===== src/rtl/vcsel_pkg.sv =====
package vcsel_pkg;
   // Width of a channel index for n channels (at least one bit)
   function automatic int vcw(input int n);
      return (n < 2) ? 1 : $clog2(n);
   endfunction
endpackage


===== src/rtl/vcsel_start.sv =====
// Computes the channel at which the upward search begins.
module vcsel_start #(
   parameter int NUM_VC = 3,
   parameter int VC_W   = 2
) (
   input  logic            req_valid,
   input  logic            req_inject,
   input  logic [VC_W-1:0] req_vc,
   output logic [VC_W-1:0] start_vc,
   output logic            start_ok
);
   logic in_range;

   always_comb begin
      in_range = (int'(req_vc) < NUM_VC);
      if (req_inject) begin
         start_vc = '0;
         start_ok = req_valid;
      end else begin
         start_vc = req_vc;
         start_ok = req_valid && in_range;
      end
   end

   // a fresh injection always searches from channel 0
   always_comb begin
      if (req_valid && req_inject) begin
         a_inject_start_r1 : assert (start_vc == '0 && start_ok)
            else $error("inject did not start at channel 0");
      end
   end
endmodule


===== src/rtl/vcsel_scan.sv =====
// Finds the lowest free channel at or above the start channel.
module vcsel_scan #(
   parameter int NUM_VC = 3,
   parameter int VC_W   = 2
) (
   input  logic              start_ok,
   input  logic [VC_W-1:0]   start_vc,
   input  logic [NUM_VC-1:0] busy,
   output logic              sel_valid,
   output logic [VC_W-1:0]   sel_vc
);
   logic [NUM_VC-1:0] cand;

   generate
      for (genvar g = 0; g < NUM_VC; g++) begin : g_cand
         assign cand[g] = start_ok && (g >= int'(start_vc)) && !busy[g];
      end
   endgenerate

   always_comb begin
      sel_valid = 1'b0;
      sel_vc    = '0;
      for (int i = NUM_VC - 1; i >= 0; i--) begin
         if (cand[i]) begin
            sel_valid = 1'b1;
            sel_vc    = VC_W'(i);
         end
      end
   end

   // a selection is always a channel reported free
   always_comb begin
      if (sel_valid) begin
         a_sel_free_r2 : assert (!busy[sel_vc])
            else $error("selected a busy channel");
      end
   end
endmodule


===== src/rtl/vcsel_sleep.sv =====
// Per-channel registered sleep requests.
module vcsel_sleep #(
   parameter int NUM_VC        = 3,
   parameter int VC_W          = 2,
   parameter bit ALWAYS_ON_VC0 = 1'b1
) (
   input  logic              clk,
   input  logic              rst_n,
   input  logic [NUM_VC-1:0] occupied,
   input  logic              sel_valid,
   input  logic [VC_W-1:0]   sel_vc,
   output logic [NUM_VC-1:0] vc_sleep
);
   generate
      for (genvar g = 0; g < NUM_VC; g++) begin : g_ch
         if (g == 0 && ALWAYS_ON_VC0) begin : g_on
            assign vc_sleep[g] = 1'b0;
         end else begin : g_gated
            logic wanted;
            logic slp_q;
            assign wanted = sel_valid && (int'(sel_vc) == g);
            always_ff @(posedge clk or negedge rst_n) begin
               if (!rst_n) slp_q <= 1'b1;
               else        slp_q <= !occupied[g] && !wanted;
            end
            assign vc_sleep[g] = slp_q;

            // a channel holding flits is awake on the next clock
            p_occupied_awake_r6 : assert property (
               @(posedge clk) disable iff (!rst_n)
               occupied[g] |=> !vc_sleep[g]);
         end
      end
   endgenerate
endmodule


===== src/rtl/vc_escalate_sel.sv =====
module vc_escalate_sel #(
   parameter int NUM_VC        = 3,
   parameter bit ALWAYS_ON_VC0 = 1'b1,
   localparam int VC_W         = vcsel_pkg::vcw(NUM_VC)
) (
   input  logic              clk,
   input  logic              rst_n,
   input  logic              req_valid,
   input  logic              req_inject,
   input  logic [VC_W-1:0]   req_vc,
   input  logic [NUM_VC-1:0] dn_busy,
   input  logic [NUM_VC-1:0] vc_occupied,
   output logic              grant_valid,
   output logic [VC_W-1:0]   grant_vc,
   output logic [NUM_VC-1:0] vc_sleep
);
   generate
      if (NUM_VC < 2) begin : g_bad_num
         $error("vc_escalate_sel: NUM_VC must be at least 2");
      end
      if (NUM_VC > 64) begin : g_bad_big
         $error("vc_escalate_sel: NUM_VC limited to 64");
      end
   endgenerate

   logic [VC_W-1:0] start_vc;
   logic            start_ok;
   logic            sel_valid;
   logic [VC_W-1:0] sel_vc;

   vcsel_start #(.NUM_VC(NUM_VC), .VC_W(VC_W)) u_start (
      .req_valid (req_valid),
      .req_inject(req_inject),
      .req_vc    (req_vc),
      .start_vc  (start_vc),
      .start_ok  (start_ok)
   );

   vcsel_scan #(.NUM_VC(NUM_VC), .VC_W(VC_W)) u_scan (
      .start_ok (start_ok),
      .start_vc (start_vc),
      .busy     (dn_busy),
      .sel_valid(sel_valid),
      .sel_vc   (sel_vc)
   );

   vcsel_sleep #(.NUM_VC(NUM_VC), .VC_W(VC_W), .ALWAYS_ON_VC0(ALWAYS_ON_VC0)) u_sleep (
      .clk      (clk),
      .rst_n    (rst_n),
      .occupied (vc_occupied),
      .sel_valid(sel_valid),
      .sel_vc   (sel_vc),
      .vc_sleep (vc_sleep)
   );

   always_ff @(posedge clk or negedge rst_n) begin
      if (!rst_n) begin
         grant_valid <= 1'b0;
         grant_vc    <= '0;
      end else begin
         grant_valid <= sel_valid;
         grant_vc    <= sel_valid ? sel_vc : '0;
      end
   end

   // injected packet with channel 0 free lands on channel 0
   p_inject_vc0_r1 : assert property (
      @(posedge clk) disable iff (!rst_n)
      (req_valid && req_inject && !dn_busy[0]) |=> (grant_valid && grant_vc == '0));

   // no descent below the arrival channel
   p_no_descent_r3 : assert property (
      @(posedge clk) disable iff (!rst_n)
      (req_valid && !req_inject) |=> (!grant_valid || grant_vc >= $past(req_vc)));

   // all channels busy means stall
   p_full_stall_r4 : assert property (
      @(posedge clk) disable iff (!rst_n)
      (req_valid && (&dn_busy)) |=> !grant_valid);

   // no request, no grant on the next clock
   p_idle_no_grant_r5 : assert property (
      @(posedge clk) disable iff (!rst_n)
      !req_valid |=> !grant_valid);

   // a granted channel is never asleep
   p_grant_awake_r6 : assert property (
      @(posedge clk) disable iff (!rst_n)
      grant_valid |-> !vc_sleep[grant_vc]);

   // out-of-range arrival channel is never granted
   p_range_r8 : assert property (
      @(posedge clk) disable iff (!rst_n)
      (req_valid && !req_inject && int'(req_vc) >= NUM_VC) |=> !grant_valid);
endmodule


===== config.mk =====
export PLATFORM = sky130hd
export DESIGN_NAME = vc_escalate_sel
export DESIGN_NICKNAME = d
export VERILOG_FILES = /design/src/rtl/vcsel_pkg.sv /design/src/rtl/vcsel_start.sv /design/src/rtl/vcsel_scan.sv /design/src/rtl/vcsel_sleep.sv /design/src/rtl/vc_escalate_sel.sv
export SDC_FILE = /design/constraint.sdc
export NUM_CORES = 1
export LEC_CHECK = 0
export ABC_AREA = 1
export BUFFER_PORTS_ARGS = -buffer_cell sky130_fd_sc_hd__buf_2
export CAP_MARGIN = 20
export CORE_AREA = 2 2 39 41
export CTS_CLUSTER_SIZE = 20
export DETAILED_ROUTE_END_ITERATION = 8
export DIE_AREA = 0 0 41 43
export GPL_TIMING_DRIVEN = 1
export SKIP_LAST_GASP = 1
export SLEW_MARGIN = 40
export SYNTH_ARGS = -nofsm -noshare
export SYNTH_HDL_FRONTEND = slang
export SYNTH_HIERARCHICAL = 1
export SYNTH_SLANG_ARGS = --single-unit

===== constraint.sdc =====
create_clock -name clk -period 1.69 [get_ports clk]
set_input_delay 0.2535 -clock clk [delete_from_list [all_inputs] [get_ports clk]]
set_output_delay 0.2535 -clock clk [all_outputs]
set_load 0.03 [all_outputs]

==> results.txt, run 1 <==
During synthesis, Yosys emitted a total of 6 warnings. The post-route antenna net violation count is 0, and the fraction of final layout cells with drive strength greater than 1 is 36.7%. The floorplan has 14 rows. For this design the static power due to leakage is 0.000257 µW. The via count of the first global-routing pass was 197. The family with the most delay on the worst path is flip-flops. The kind of path behind the tightest hold check is input pin to flip-flop. For the first-pass GRT wire length, the log shows 627 µm.

Measured along the y axis, the die boundary spans 43 µm. The run gives 0 ns as the final setup TNS. Traced cell by cell, the critical path runs through buf_2. The congestion estimate from routability-driven global placement came to 0.692.

The run gives 18 as the count of pins on the block boundary. The fraction of post-synthesis cell area in the top cell type by area is 25.1%. TritonCTS built the clock tree. The final critical-path share of the clock period came out at 69.8%. For the worst setup path, the data required time is 1.44 ns.

The count of H-tree levels built during CTS came out at 1. The first routing iteration left 3 violations. The number of buffer and inverter instances along the worst setup path came out at 1. The total power divided by cell area is 817 nW/µm². The final number of hold-violating endpoints is 0, and the total die area is 1760 µm². The peak per-stage delay on the critical path is 0.51 ns, and the post-layout minimum cycle time is 1.18 ns. The count of placed standard cells in the final layout, fillers left out was 76; the clock transition at the registers of the reported paths was 0.04 ns. Critical path class: flip-flop to primary output.

Sorting the synthesized cells by area gives the leading types as dfrtp_1 25%, dfstp_2 18%, inv_1 15%. Entering global routing, the biggest net connects 6 pins. Max-cap violations in this run came to 0. The total setup violations reported at the end of the flow came out at 0. Once placement completed, the tool counted placed cells totaling 71. The buffer depth of the longest clock path came out at 2. The slowest library cell on the worst path is dfstp_2. The number of distinct library cells after synthesis was 12; the total of buffers placed on input and output ports was 15.

Number of pins exceeding their max-slew limit in the final report: 0. The run finished with clean final reports. The initial antenna violation count is 0, and the die width is 41 µm. In this run the clock root is driven by a clkbuf_4. Power comes to 333 µW. Timing would allow up to 0.848 GHz. The via-per-instance ratio works out to 3.61. The logs give 73 for the number of nets in the layout and 0 for the number of gates resized after CTS. The critical hold path startpoint is vc_occupied[2].

Post-synthesis cell type with the largest combined area: dfrtp_1. The tools report the sort of element at the end of the critical path as a primary output. CTS saw 5 sinks.

Setup repair after global routing left no endpoint under its margin. The global route total overflow was 0. The tools report the core box area as 1380 µm².

Clock tree synthesis inserted a total of 3 buffers. Tracing the worst setup path back leads to its startpoint at u_sleep/g_ch[1].g_gated.slp_q$_DFF_PN1_. The logs give 42.7% for the portion of the post-synthesis area used by sequential elements and 21.6% for the initial cell density of the core.

From synthesis to final layout, the design area changed by 36.4%. The post-synthesis instance total came out at 43. The maximum fanout along the worst path is 1, and the worst-case vdd ir drop is 0.174 mV. Dividing the detail-routed wire length by the instance count gives 6.12 µm.

The routed design has 465 µm of wire. The tools report the residual DRC count as 0. The top cell types in the final layout, fill and taps aside, are 15 x buf_2, 12 x inv_1, 11 x nand2_1. The aggregate global-route resource usage came out at 5.43%. The number of nets handed over by synthesis was 55.

The library cell used most frequently in the layout, excluding fill and tap cells, is buf_2. The tools report the kind of start point of the critical path as a flip-flop. The number of diodes was 0; the post-synthesis cell area was 299 µm². The pre-antenna-repair detailed-routing pass consisted of 4 iterations. Register bit total from synthesis: 5. For the worst path arrival time, the log shows 0.93 ns. The synthesized area divided by synthesized cell count was 6.95 µm²; the number of vias in the routed layout was 274. The count of filler cells inserted in the layout was 163.
[power by group]
group	total (µW)	switching (µW)	internal, µW
clock	133	43.9	88.9
sequential	131	1.42	130
combinational	69.4	44.7	24.7
total	333	90.0	243
[final timing paths]
kind / endpoint / slack, ns / depth (start not counted)
min in group asynchronous: grant_valid$_DFF_PN0_ / 0.36 / 2
max in group asynchronous: u_sleep/g_ch[1].g_gated.slp_q$_DFF_PN1_ / 1.12 / 2
worst max-delay path: vc_sleep[1] / 0.51 / 1
worst min-delay path: u_sleep/g_ch[2].g_gated.slp_q$_DFF_PN1_ / 0.20 / 4
[through the flow]
step	hold slack (ns)	setup WS [ns]	util, %	cell area [µm²]
after floorplan	-0.0421	0.680	-	299
after global placement	0.0661	0.477	26.9	372
after detailed placement	0.0696	0.463	26.9	372
after CTS	0.193	0.495	29.5	408
after global routing	0.211	0.477	29.5	408
final	0.201	0.511	29.5	408
[cell type report]
type | count | area, µm² | area share (%)
Tap cell | 16 | 20.0 | 4.91
Sequential cell | 5 | 128 | 31.3
Inverter | 12 | 45.0 | 11.0
Clock buffer | 4 | 26.3 | 6.44
Multi-Input combinational cell | 23 | 104 | 25.5
Timing Repair Buffer | 16 | 85.1 | 20.9
[cells by family (layout without fill, tap and decap cells)]
logic type / count (synthesis) / in the layout / synth area share (%)
DFF: 5 / 5 / 42.7
AOI/OAI and AO/OA: 2 / 2 / 3.34
other: 1 / 1 / 1.25
buffers and inverters: 15 / 32 / 22.6
and+or+nand+nor: 20 / 20 / 30.1
[what timing repair did]
item / in CTS / in global routing
setup buffers: 0 / 0
hold buffers: 1 / 0
hold endpoints to repair: 3 / 0
[cells in the mapped netlist]
library cell / count
inv_1: 12
nand2_1: 11
nor2_1: 4
buf_4: 3
dfrtp_1: 3
nand3_1: 3
dfstp_2: 2
a21oi_1: 1
conb_1: 1
nor2_2: 1
nor3b_2: 1
o21ai_1: 1
[metal layers]
| layer | vias to the layer above | GRT usage [%] | routed length [µm] |
|---|---|---|---|
| met3 | 0 | 0 | 30 |
| li1 | 151 | - | - |
| met5 | - | 0 | 0 |
| met4 | 0 | 8.00 | 0 |
| met1 | 112 | 5.18 | 178 |
| met2 | 11 | 8.13 | 255 |
[state kept, by name, summed over array words and instances, names as in the netlist]
register / count
grant_valid: 1
u_sleep/g_ch.g_gated.slp_q: 2
grant_vc: 2
Power figures use the tool's default switching activity.
==> run 2: changes to the inputs <==
==> constraint.sdc (replaced) <==
create_clock -name clk -period 1.1 [get_ports clk]
set_input_delay 0.165 -clock clk [delete_from_list [all_inputs] [get_ports clk]]
set_output_delay 0.165 -clock clk [all_outputs]
set_load 0.03 [all_outputs]
==> run 2 against run 1 <==
Utilization rose by 0.36 points. Combinational power rose by 57%. Final area increased by 1.2%. Largest cell class unchanged. Routed wire length unchanged. Highest routed layer unchanged. Critical endpoint unchanged. Non-clock buffer count is the same. Clock power grew 53%. Worst setup slack worse by 0.47 ns.
==> results.txt, run 2 (synthesis results as in run 1) <==
Y dimension of the die: 43 µm. The clock network accounts for 39.6% of the total power. The post-layout minimum cycle time came out at 1.06 ns. The detail route stage leaves a number of antenna-violating nets equal to 0. The first-pass GRT wire length is 627 µm.

The number of nets in the layout was 73. The run gives 29.8% as the final cell utilization of the core. Wire length per cell after detailed routing: 6.12 µm.

The master cell of the clock root buffer is clkbuf_4. The maximum fanout along the worst path was 1; the fraction of power consumed by sequential logic was 39.1%. After the first detailed-routing iteration, the DRC count stood at 3. On the critical path the largest part of the delay comes from flip-flops. The count of cell instances traversed by the critical path was 1; the die width was 41 µm. The post-place instance area is 372 µm². The initial antenna violation count is 0. The critical path class was flip-flop to primary output.

The number of placement rows was 14; the overall routed net length was 465 µm. The clock transition at the registers of the reported paths is 0.04 ns, and the number of diodes is 0. TritonCTS built the clock tree. Summed over all layers, the global routing overflow is 0. The run gives 1 as the count of H-tree levels built during CTS. On the critical path, the stage with the largest delay is an instance of dfstp_2. The number of buffer and inverter instances along the worst setup path works out to 1.

The tools report the kind of start point of the critical path as a flip-flop. The path class of the tightest hold or removal check is input pin to flip-flop. The largest registers in the layout are grant_vc (2), u_sleep/g_ch.g_gated.slp_q (2), grant_valid (1). The number of pins exceeding their max-slew limit in the final report is 0.

Net switching is 26.9% of the power. The tools report the number of vias in the routed layout as 274. The run gives 0.000259 µW as the leakage power total. With fillers left out, the area of the finished cells amounts to 413 µm².

For this run, the top clock speed supported by timing is 0.944 GHz. Buffers inserted during clock tree synthesis total 3. The tools report the final number of hold-violating endpoints as 0. In the final layout, the share of cells above drive strength 1 is 36.7%. The run gives 0 as the residual DRC count. The aggregate global-route resource usage was 5.43%; the count of placed standard cells in the final layout, fillers left out was 76. In this run the deepest clock path goes through 2 buffers. The data required time at the worst endpoint is 0.94 ns, and the worst path arrival time is 0.89 ns. On the final layout, the worst hold slack is 0.113 ns.

During placement, the flow inserted port buffers numbering 15. For this design the ratio of total power to cell area is 1250 nW/µm². For this configuration, the core starts out at a cell density of 21.6%. Setup repair after global routing left no endpoint under its margin. The run gives 0 as the max-capacitance violation count. From synthesis to final layout, the design area changed by 38.1%.

18 I/O pins were placed. The share of total power dissipated in combinational logic is 21.2%. VDD sags by at most 0.268 mV. The floorplan step defined a die boundary enclosing 1760 µm². Walking the worst path, the cells encountered are buf_4. In this run the standard cell core region covers 1380 µm².

In the layout the commonest cells are 13 x buf_2, 12 x inv_1, 11 x nand2_1. Leaving out fill and tap cells, the most frequent cell in the layout is buf_2. The pin count of the biggest net entering global routing was 6.

The tools report the switching power total as 139 µW. In this run the worst setup path begins at u_sleep/g_ch[1].g_gated.slp_q$_DFF_PN1_. The tools report the sort of element at the end of the critical path as a primary output. The via count of the first global-routing pass is 197, and the number of cells traversed by the worst hold path is 4.

The logs give 0 ns for the final setup TNS and 0.692 for the final weighted congestion in routability-driven placement. Dividing the detail-routed via count by the number of cells gives 3.61. The first TritonRoute pass finished after 4 iterations.

Clock tree synthesis found a total of 5 sinks. The worst hold path begins at vc_occupied[2]. Peak per-stage delay on the critical path: 0.51 ns. In the finished design, the share of the clock period the worst path needs comes to 96.3%. Once the clock tree was built, the setup fixing pass inserted 0 buffers.

Setup violations remaining at the end of the flow were counted as 0. The run finished with clean final reports. Counting tap cells, the placed design contains a total of 71 instances. For the total internal power, the log shows 376 µW.
run 2: cell types whose count changed in the layout (fill, tap and decap cells not counted):
cell and delta:
buf_2 -2, buf_4 +2
run 2: metrics by stage:
stage	setup slack, ns	total power (µW)
finish	0.0405	515
global route	0.00122	547
CTS	0.00396	528
detailed placement	-0.0384	309
global placement	-0.0245	307
floorplan	0.179	279
run 2: area by class of cell:
class | instances | area, µm²
Fill cell | 162 | 971
Sequential cell | 5 | 128
Multi-Input combinational cell | 23 | 104
Timing Repair Buffer | 16 | 90.1
Inverter | 12 | 45.0
Clock buffer | 4 | 26.3
Tap cell | 16 | 20.0
run 2: power groups by stage:
stage / Combinational (µW) / Sequential [µW] / Clock [µW]
after global placement: 104 / 203 / 0
after detailed placement: 105 / 204 / 0
after global routing: 123 / 202 / 222
after CTS: 109 / 202 / 217
after floorplan: 62.2 / 217 / 0
final: 109 / 202 / 204
run 2: timing repair:
action,CTS,global route
endpoints found under the hold margin,5,0
hold buffers,1,0
setup endpoints to repair,1,1
gates resized for setup,1,2
run 2: per-layer routing:
layer,part of all wire [%],global-route usage (%),up-vias
met3,7.1,0,0
met5,0,0,-
met2,55,8.13,11
met4,0,8.00,0
met1,37,5.18,112
li1,-,-,151
run 2: worst paths after layout:
path / to / slack, ns
worst max-delay path: vc_sleep[1] / 0.04
worst min-delay path: u_sleep/g_ch[2].g_gated.slp_q$_DFF_PN1_ / 0.11
max in group asynchronous: u_sleep/g_ch[1].g_gated.slp_q$_DFF_PN1_ / 0.62
min in group asynchronous: grant_valid$_DFF_PN0_ / 0.27
==> run 3: changes to the inputs <==
==> constraint.sdc (replaced) <==
create_clock -name clk -period 1.1 [get_ports clk]
set_input_delay 0.055 -clock clk [delete_from_list [all_inputs] [get_ports clk]]
set_output_delay 0.055 -clock clk [all_outputs]
set_load 0.03 [all_outputs]
==> run 3 against run 2 <==
Highest routed layer unchanged. Critical path depth unchanged. Die area stayed put. Sequential power hardly changed.
==> results.txt, run 3 (synthesis results as in run 1) <==
Before antenna repair, the detailed router went through 3 iterations. The tools report the residual DRC count as 0. The kind of path behind the tightest hold check was input pin to flip-flop. The critical path class is flip-flop to primary output.

The logs give 0 for the initial antenna violation count and 0.0134 ns for the tightest hold margin. The cell sitting at the root of the clock tree is a clkbuf_4. The logs give 6 for the pin count of the biggest net entering global routing and 418 µm² for the cell area after layout.

STA puts the critical path data arrival time at 0.92 ns. TritonCTS built the clock tree. In this run the remaining antenna-violating nets after routing total 0.

The fraction of power spent switching nets is 26.8%, and the buffer depth of the longest clock path is 2. The most common library cell in the layout ignoring fill and taps was buf_2. On the worst path, the slowest cell contributes a delay of 0.51 ns.

The run gives 5 as the clock sink total. In this run the standard cell core region covers 1380 µm². The sort of element at the end of the critical path was a primary output. The number of diodes was 0. The via count of the first global-routing pass was 209. For this design the total switching power over the nets is 138 µW. The detailed router placed 273 vias in this run. Setup repair after global routing left no endpoint under its margin. In this run the tool buffered the top-level ports with 15 buffer cells.

The fraction of power consumed by sequential logic came out at 39.1%. In the layout the commonest cells are 15 x buf_2, 12 x inv_1, 11 x nand2_1. Count of H-tree levels built during CTS: 1.

The critical path goes through buf_2. The data required time at the worst endpoint is 1.04 ns, and the first-pass GRT wire length is 634 µm. After clock tree synthesis, the flow added hold-fix buffers numbering 2. The y dimension of the die is 43 µm, and the via-per-instance ratio is 3.55. The count of routing violations after the opening detailed-route iteration came out at 2. Global routing used 5.73% of the available tracks across all layers. The wire length per cell after detailed routing works out to 6.27 µm. Total die area: 1760 µm².

The clock transition at the registers of the reported paths is 0.04 ns. The congestion estimate from routability-driven global placement came to 0.692. The largest registers in the layout are grant_vc (2), u_sleep/g_ch.g_gated.slp_q (2), grant_valid (1).

The post-place instance area was 372 µm². The fraction of final layout cells with drive strength greater than 1 works out to 36.1%. The logs give 0 for the number of pins exceeding their max-slew limit in the final report and 397 µm for the estimated wirelength of the detail-placed design. Worst-case vdd ir drop: 0.207 mV. The worst hold path was traced through 4 stages. The total setup violations reported at the end of the flow is 0. For this configuration, the core starts out at a cell density of 21.6%.

The number of buffer and inverter instances along the worst setup path works out to 1. The slowest stage of the critical path is the dfstp_2 cell. The path with the worst hold slack has its endpoint at u_sleep/g_ch[1].g_gated.slp_q$_DFF_PN1_. In this design, the largest share of critical-path delay is due to flip-flops.

In this run the horizontal extent of the chip is 41 µm. The logs give 3 for the clock buffer count from CTS and 0 ns for the final setup TNS. The post-layout minimum cycle time came out at 0.977 ns. Summed over all cells, the static leakage comes to 0.000261 µW. The tools report the final number of hold-violating endpoints as 0. The overall routed net length was 483 µm.

The total internal power was 376 µW; the peak clock frequency supported by timing was 1.02 GHz. The kind of start point of the critical path is a flip-flop. Compared with the post-synthesis result, the final layout area differs by 39.7%. The number of placement rows came out at 14. The run finished with clean final reports. Of the available clock period, the critical path in the final layout requires 88.8%.

Total power divided by cell area: 1230 nW/µm². Max-capacitance violation count: 0. Combinational logic is responsible for 21.4% of the overall power. The maximum fanout along the worst path works out to 1. The clock network accounts for 39.4% of the total power.

The critical hold path startpoint is vc_occupied[1]. The run gives 0 as the number of gates resized after CTS. The number of nets in the layout was 74; the number of buffers inserted to repair setup after CTS was 0. After global routing the overflow that remains totals 0. In this run the count of I/O pins placed on the die edge is 18.
[run 3: per-stage QoR]
step	std cells	total power [µW]	util [%]	setup WS, ns
after floorplan	43	279	-	0.289
after global placement	71	307	26.9	0.0863
after detailed placement	71	309	26.9	0.0485
after CTS	77	528	30.2	0.105
after global routing	77	546	30.2	0.0819
final	77	514	30.2	0.123
[run 3: per-layer routing]
metal | track usage, % | part of all wire, %
met3 | 0 | 9.3
met5 | 0 | 0
met4 | 10.0 | 0
met2 | 8.44 | 54
met1 | 4.85 | 37
[run 3: cell type report]
class	count	area (µm²)
well taps	16	20.0
clock buffers	4	26.3
inverters	12	45.0
multi-input cells	23	104
fillers	161	966
repair buffers	17	95.1
flip-flops and latches	5	128
[run 3: power groups by stage]
stage / Combinational (µW) / Clock, µW / Sequential, µW
6_report: 110 / 203 / 201
3_5_place_dp: 106 / 0 / 204
3_3_place_gp: 104 / 0 / 203
4_1_cts: 111 / 216 / 201
5_1_grt: 122 / 221 / 202
2_1_floorplan: 62.2 / 0 / 217
[run 3: worst max path at each step]
| stage | from | to | slack (ns) | cells past startpoint |
|---|---|---|---|---|
| CTS | u_sleep/g_ch[1].g_gated.slp_q$_DFF_PN1_ | vc_sleep[1] | 0.11 | 1 |
| global route | u_sleep/g_ch[1].g_gated.slp_q$_DFF_PN1_ | vc_sleep[1] | 0.08 | 1 |
| detailed placement | req_inject | u_sleep/g_ch[1].g_gated.slp_q$_DFF_PN1_ | 0.05 | 12 |
| floorplan | req_vc[1] | u_sleep/g_ch[1].g_gated.slp_q$_DFF_PN1_ | 0.29 | 11 |
| global placement | req_inject | u_sleep/g_ch[2].g_gated.slp_q$_DFF_PN1_ | 0.09 | 11 |
| finish | u_sleep/g_ch[1].g_gated.slp_q$_DFF_PN1_ | vc_sleep[1] | 0.12 | 1 |
